[config.mk]
export PLATFORM = sky130hd
export DESIGN_NAME = fwcrc_verifier
export DESIGN_NICKNAME = d
export VERILOG_FILES = /design/src/rtl/fwcrc_pkg.sv /design/src/rtl/fwcrc_step.sv /design/src/rtl/fwcrc_ctrl.sv /design/src/rtl/fwcrc_dp.sv /design/src/rtl/fwcrc_verifier.sv
export SDC_FILE = /design/constraint.sdc
export NUM_CORES = 1
export LEC_CHECK = 0
export BUFFER_PORTS_ARGS = -buffer_cell sky130_fd_sc_hd__buf_2
export CAP_MARGIN = 5
export CORE_ASPECT_RATIO = 2
export CORE_MARGIN = 4
export CORE_UTILIZATION = 58
export CTS_BUF_LIST = sky130_fd_sc_hd__clkbuf_2 sky130_fd_sc_hd__clkbuf_4 sky130_fd_sc_hd__clkbuf_8
export CTS_CLUSTER_DIAMETER = 30
export DETAILED_ROUTE_END_ITERATION = 8
export HOLD_SLACK_MARGIN = 0.1
export PLACE_DENSITY_LB_ADDON = 0.3
export SLEW_MARGIN = 10
export SYNTH_ARGS = -nofsm -noshare
export SYNTH_HDL_FRONTEND = slang
export SYNTH_HIERARCHICAL = 1
export SYNTH_SLANG_ARGS = --single-unit
export TNS_END_PERCENT = 10
[constraint.sdc]
create_clock -name clk -period 3.2 [get_ports clk]
set_input_delay 0.32 -clock clk [delete_from_list [all_inputs] [get_ports clk]]
set_output_delay 0.32 -clock clk [all_outputs]
set_load 0.05 [all_outputs]
[src/rtl/fwcrc_pkg.sv]
package fwcrc_pkg;

  localparam logic [15:0] STAT_OK       = 16'h0000;
  localparam logic [15:0] STAT_MISMATCH = 16'h0001;
  localparam logic [15:0] STAT_EMPTY    = 16'hD00A;
  localparam logic [15:0] STAT_SHORT    = 16'hD00B;

  typedef struct packed {
    logic clear;     // drop partial image state
    logic take;      // byte past header enters the hold-back window
    logic feed;      // oldest held byte enters the CRC
    logic finish;    // final byte of the image this cycle
    logic empty;     // image ends with no payload
    logic tooShort;  // image ends before the trailer is complete
  } ctrlStrobes_t;

endpackage

[src/rtl/fwcrc_step.sv]
module fwcrc_step #(
  parameter int DATA_W = 8,
  parameter int CRC_W = 16,
  parameter logic [CRC_W-1:0] POLY = 16'h8408
) (
  input  logic [CRC_W-1:0]  crcIn,
  input  logic [DATA_W-1:0] dataIn,
  output logic [CRC_W-1:0]  crcOut
);

  logic [CRC_W-1:0] stage [0:DATA_W];

  assign stage[0] = crcIn ^ {{(CRC_W-DATA_W){1'b0}}, dataIn};

  for (genvar g = 0; g < DATA_W; g++) begin : g_bit
    assign stage[g+1] = stage[g][0] ? ((stage[g] >> 1) ^ POLY) : (stage[g] >> 1);
  end

  assign crcOut = stage[DATA_W];

endmodule

[src/rtl/fwcrc_ctrl.sv]
module fwcrc_ctrl
  import fwcrc_pkg::*;
#(
  parameter int HDR_BYTES = 64
) (
  input  logic         clk,
  input  logic         rst,
  input  logic         start,
  input  logic         inValid,
  input  logic         inLast,
  output ctrlStrobes_t strb
);

  localparam int MIN_LEN = HDR_BYTES + 3;
  localparam int CW = $clog2(MIN_LEN + 1);
  localparam logic [CW-1:0] IDX_PAY0  = CW'(HDR_BYTES);
  localparam logic [CW-1:0] IDX_EMPTY = CW'(HDR_BYTES + 1);
  localparam logic [CW-1:0] IDX_FEED  = CW'(HDR_BYTES + 2);
  localparam logic [CW-1:0] IDX_SAT   = CW'(MIN_LEN);

  logic [CW-1:0] byteIdx;
  logic [CW-1:0] effIdx;

  // a start in the same cycle as a byte makes that byte index zero
  assign effIdx = start ? '0 : byteIdx;

  always_comb begin
    strb.clear    = start;
    strb.take     = inValid && (effIdx >= IDX_PAY0);
    strb.feed     = inValid && (effIdx >= IDX_FEED);
    strb.finish   = inValid && inLast;
    strb.empty    = (effIdx == IDX_EMPTY);
    strb.tooShort = (effIdx < IDX_EMPTY);
  end

  always_ff @(posedge clk) begin
    if (rst) begin
      byteIdx <= '0;
    end else if (inValid) begin
      if (inLast) begin
        byteIdx <= '0;
      end else if (effIdx != IDX_SAT) begin
        byteIdx <= effIdx + CW'(1);
      end else begin
        byteIdx <= effIdx;
      end
    end else if (start) begin
      byteIdx <= '0;
    end
  end

endmodule

[src/rtl/fwcrc_dp.sv]
module fwcrc_dp
  import fwcrc_pkg::*;
#(
  parameter int DATA_W = 8,
  parameter logic [2*DATA_W-1:0] POLY = 16'h8408,
  parameter logic [2*DATA_W-1:0] PRESET = 16'hFFFF,
  parameter logic [2*DATA_W-1:0] XOR_OUT = 16'hFFFF,
  parameter logic [2*DATA_W-1:0] RESIDUE = 16'hF0B8,
  parameter bit USE_RESIDUE = 1'b0
) (
  input  logic                  clk,
  input  logic                  rst,
  input  ctrlStrobes_t          strb,
  input  logic [DATA_W-1:0]     inData,
  output logic                  done,
  output logic                  pass,
  output logic [15:0]           status,
  output logic [2*DATA_W-1:0]   calcCheck,
  output logic [2*DATA_W-1:0]   rxCheck,
  output logic                  malformed
);

  localparam int CRC_W = 2 * DATA_W;

  logic [CRC_W-1:0] crcReg, crcBase, crcFed, crcNext, calcWord;
  logic [CRC_W-1:0] holdReg, holdBase, holdNext;
  logic             matchOk;

  assign crcBase  = strb.clear ? PRESET : crcReg;
  assign holdBase = strb.clear ? '0 : holdReg;

  fwcrc_step #(.DATA_W(DATA_W), .CRC_W(CRC_W), .POLY(POLY)) u_feedStep (
    .crcIn (crcBase),
    .dataIn(holdBase[DATA_W-1:0]),
    .crcOut(crcFed)
  );

  assign crcNext  = strb.feed ? crcFed : crcBase;
  assign holdNext = strb.take ? {inData, holdBase[CRC_W-1:DATA_W]} : holdBase;
  assign calcWord = crcNext ^ XOR_OUT;

  if (USE_RESIDUE) begin : g_residue
    logic [CRC_W-1:0] resLo, resHi;
    fwcrc_step #(.DATA_W(DATA_W), .CRC_W(CRC_W), .POLY(POLY)) u_resLo (
      .crcIn (crcNext),
      .dataIn(holdNext[DATA_W-1:0]),
      .crcOut(resLo)
    );
    fwcrc_step #(.DATA_W(DATA_W), .CRC_W(CRC_W), .POLY(POLY)) u_resHi (
      .crcIn (resLo),
      .dataIn(holdNext[CRC_W-1:DATA_W]),
      .crcOut(resHi)
    );
    assign matchOk = (resHi == RESIDUE);
  end else begin : g_compare
    assign matchOk = (calcWord == holdNext);
  end

  always_ff @(posedge clk) begin
    if (rst) begin
      crcReg    <= PRESET;
      holdReg   <= '0;
      done      <= 1'b0;
      pass      <= 1'b0;
      malformed <= 1'b0;
      status    <= STAT_OK;
      calcCheck <= '0;
      rxCheck   <= '0;
    end else begin
      done      <= strb.finish;
      pass      <= 1'b0;
      malformed <= 1'b0;
      if (strb.finish) begin
        crcReg  <= PRESET;
        holdReg <= '0;
        if (strb.tooShort) begin
          status    <= STAT_SHORT;
          calcCheck <= '0;
          rxCheck   <= '0;
          malformed <= 1'b1;
        end else if (strb.empty) begin
          status    <= STAT_EMPTY;
          calcCheck <= '0;
          rxCheck   <= holdNext;
          malformed <= 1'b1;
        end else begin
          status    <= matchOk ? STAT_OK : STAT_MISMATCH;
          pass      <= matchOk;
          calcCheck <= calcWord;
          rxCheck   <= holdNext;
        end
      end else begin
        crcReg  <= crcNext;
        holdReg <= holdNext;
      end
    end
  end

endmodule

[src/rtl/fwcrc_verifier.sv]
module fwcrc_verifier
  import fwcrc_pkg::*;
#(
  parameter int HDR_BYTES = 64,
  parameter int DATA_W = 8,
  parameter logic [2*DATA_W-1:0] POLY = 16'h8408,
  parameter logic [2*DATA_W-1:0] PRESET = 16'hFFFF,
  parameter logic [2*DATA_W-1:0] XOR_OUT = 16'hFFFF,
  parameter logic [2*DATA_W-1:0] RESIDUE = 16'hF0B8,
  parameter bit USE_RESIDUE = 1'b0
) (
  input  logic                clk,
  input  logic                rst,
  input  logic                start,
  input  logic                inValid,
  input  logic [DATA_W-1:0]   inData,
  input  logic                inLast,
  output logic                done,
  output logic                pass,
  output logic [15:0]         status,
  output logic [2*DATA_W-1:0] calcCheck,
  output logic [2*DATA_W-1:0] rxCheck,
  output logic                malformed
);

  ctrlStrobes_t strb;

  fwcrc_ctrl #(.HDR_BYTES(HDR_BYTES)) u_ctrl (
    .clk    (clk),
    .rst    (rst),
    .start  (start),
    .inValid(inValid),
    .inLast (inLast),
    .strb   (strb)
  );

  fwcrc_dp #(
    .DATA_W(DATA_W), .POLY(POLY), .PRESET(PRESET), .XOR_OUT(XOR_OUT),
    .RESIDUE(RESIDUE), .USE_RESIDUE(USE_RESIDUE)
  ) u_dp (
    .clk      (clk),
    .rst      (rst),
    .strb     (strb),
    .inData   (inData),
    .done     (done),
    .pass     (pass),
    .status   (status),
    .calcCheck(calcCheck),
    .rxCheck  (rxCheck),
    .malformed(malformed)
  );

endmodule

==> impl_metrics.ini <==
[sta]
layout_min_cycle_time_ns = 2.73
final-hold-violation-count = 0
portion_of_the_clock_cycle_consumed_by_the_worst_path_in_the_final_layout_pct = 85.3
rsz0062_at_grt = false
finClkSkew_ns = 0.00865
fin_hold_ws_ns = 0.293
slew_viol_final = 0
setup_viol = 0
tightest_slew_ns = 0.782
fin_setup_tns_ns = 0
maxSlewHeadroom_pct = 47.7
max_clock_freq_mhz = 366

[synth]
synth_top_cells_by_count = dfxtp_1, nand2_1, a22o_1
synth-edff-count = 0
syn_inst = 357
synthDominantCellAreaShare_pct = 41.1
postSynthAreaPerCell_sq_um = 10.4
synth.ff_latch_count = 76
synth_top_cell_by_area = dfxtp_1
synth.cell_area_sq_um = 3700
synth-async-reset-ratio_pct = 0
synth_most_common_cell = dfxtp_1
post_synth_main_area_contributors = dfxtp_1, a22o_1, mux2i_1
dominantRegCellSynth = dfxtp_1
synth_cell_types = 54
share_of_synthesized_area_occupied_by_flip_flops_and_latches_pct = 41.1
yosysWarningCount = 6

[detailed_routing]
drt_iter0_drc = 119
drt_wl_total_um = 8570
drt-wirelength-per-cell_um = 17.2
post_drt_via_cell_ratio = 5.31
route.detailed.drc = 0
postRouteAntennaNets = 0
first_pass_iters = 4
num_vias = 2649

[place]
numPortBuffers = 53
gp_congestion = 0.868
dpl-instance-area_sq_um = 4010
placedCellCount = 483
detailedPlacementHpwl_um = 6680

[setup_path]
cp-start-kind = flop
cp_data_arrival_time_ns = 3.02
worstSetupEndpointType = flop
critPathMaxFanout = 16
path_type_of_the_worst_setup_path = flop to flop
timing.critical_path.required_ns = 3.49

[pwr]
switching_share_pct = 22.9
irDropWorstVdd_mv = 0.460
p_int_mw = 1.50
leakage_power_nw = 1.77
p_clk_share_pct = 45.0
pwr-share-seq_pct = 49.1
power.density_cell_area_nw_per_um2 = 457
combinational_power_share_pct = 5.9
total_power_mw = 1.94
p_switching_mw = 0.444

[finish]
finish.net_count = 425
finalInstanceArea_sq_um = 4250
diodes = 0
instances_no_fill = 499
area.growth.synth_to_final_pct = 15.0
post_route_cells_drive_above_1_share_pct = 27.2
filler_cell_count_in_the_final_layout = 510

[cts]
ctsHtreeMaxLevel = 3
cts_post_setup_buffers_inserted = 0
post_cts_hold_buffer_count = 0
clk_transition_reported_paths_ns = 0.08
clk_sink_count = 76
clk_latency_ns = 0.35
cts_buffers = 9
clk_root_buffer_cell = clkbuf_8
cts_repair_resize_count = 0
clock_tree_from_tritoncts = yes
ctsLongestPathBuffers = 2

[floorplan]
floorplan.core_area_sq_um = 6110
core.rowCount = 40
initial_core_util_pct = 60.6
i_o_pin_count = 64
die_width_um = 64.5
die-height_um = 121
die_area_sq_um = 7800

[grt]
track_usage_pct = 23.6
grt_pass1_vias = 2712
pin_count_of_the_biggest_net_entering_global_routing = 38
overflow = 0
grt_pass1_wl_um = 13800
number_of_antenna_violations_at_the_first_check_in_global_routing = 0

[job]
max_cap_viol_count = 0

[run_status]
outcome = finished clean

[hold_path]
min-delay-path-class = primary input to flop
-- worst paths after layout --
path,startpoint,endpoint,slack [ns],cells after the start
worst max-delay path,u_ctrl/byteIdx[3],u_dp/pass,0.47,10
worst min-delay path,inData[6],u_dp/holdReg[14],0.29,3
worst max register to register,u_ctrl/byteIdx[3],u_dp/pass,0.47,10
worst min register to register,u_dp/rxCheck[11],u_dp/rxCheck[11],0.45,2
-- area by class of cell --
| cell class | count | area (sq um) | share of cell area, % |
|---|---|---|---|
| Clock inverter | 6 | 113 | 2.65 |
| Clock buffer | 10 | 131 | 3.09 |
| Timing Repair Buffer | 68 | 390 | 9.18 |
| Multi-Input combinational cell | 251 | 1980 | 46.5 |
| Inverter | 4 | 15.0 | 0.353 |
| Sequential cell | 76 | 1520 | 35.8 |
| Tap cell | 84 | 105 | 2.47 |
-- layer usage --
metal  track usage, %  wire length [um]  vias to the layer above
li1                 -                 -                     1310
met1             23.8              3010                     1257
met2             43.0              4870                       59
met3             5.65               329                       23
met4             13.4               357                        0
met5                0                 0                        -
-- metrics by stage --
stage / utilization (%) / setup WS (ns)
2_1_floorplan: - / 0.447
3_3_place_gp: 65.6 / 0.329
3_5_place_dp: 65.6 / 0.247
4_1_cts: 69.6 / 0.481
5_1_grt: 69.7 / 0.331
6_report: 69.7 / 0.471
-- state kept, by name (all words and copies together) (netlist names) --
signal	cells
u_dp/rxCheck	16
u_ctrl/byteIdx	7
u_dp/crcReg	16
u_dp/status	2
u_dp/malformed	1
u_dp/calcCheck	16
u_dp/done	1
u_dp/holdReg	16
u_dp/pass	1
-- power by group through the flow --
stage | clock network, mW | registers (mW) | logic (mW)
3_5_place_dp | 0 | 0.975 | 0.114
4_1_cts | 0.894 | 0.953 | 0.114
6_report | 0.875 | 0.953 | 0.115
2_1_floorplan | 0 | 0.984 | 0.0942
3_3_place_gp | 0 | 0.975 | 0.114
5_1_grt | 0.933 | 0.954 | 0.123
-- kinds of logic (layout without fill, tap and decap cells) --
family          count (synthesis)  after routing  synth area share, %
compound gates                 51             51                 10.6
buf+inv                        39             88                 6.59
mux                            26             26                 8.39
flops                          76             76                 41.1
fa+ha+maj                       2              2                0.676
xor+xnor                       43             43                 14.9
simple gates                  119            119                 17.6
other cells                     1             10                0.101
-- critical path: stages, from the launching register on --
cell and delay, ns:
dfxtp_1 0.35, or3_4 0.42, nor2_1 0.10, o21bai_1 0.07, and2_1 0.19, buf_12 0.17, mux2i_1 0.30, xor2_1 0.32
nand4_1 0.18, nor4_2 0.37, and2_1 0.17
-- cells in the final DEF (no fill, tap or decap), drive strengths merged, types with 3 or more instances in the layout --
cell	n
xnor3	5
xor2	14
nor2b	12
buf	68
bufinv	3
mux2i	25
inv	4
xor3	4
nor2	25
nand4	6
a22oi	8
o21ai	10
nor3	10
conb	10
clkinv	3
xnor2	20
clkbuf	10
nand3	4
nand2b	4
or2	17
a22o	25
nand2	26
dfxtp	76
and2	5
nor4	5
No activity file was read; power rests on OpenSTA's default activity.
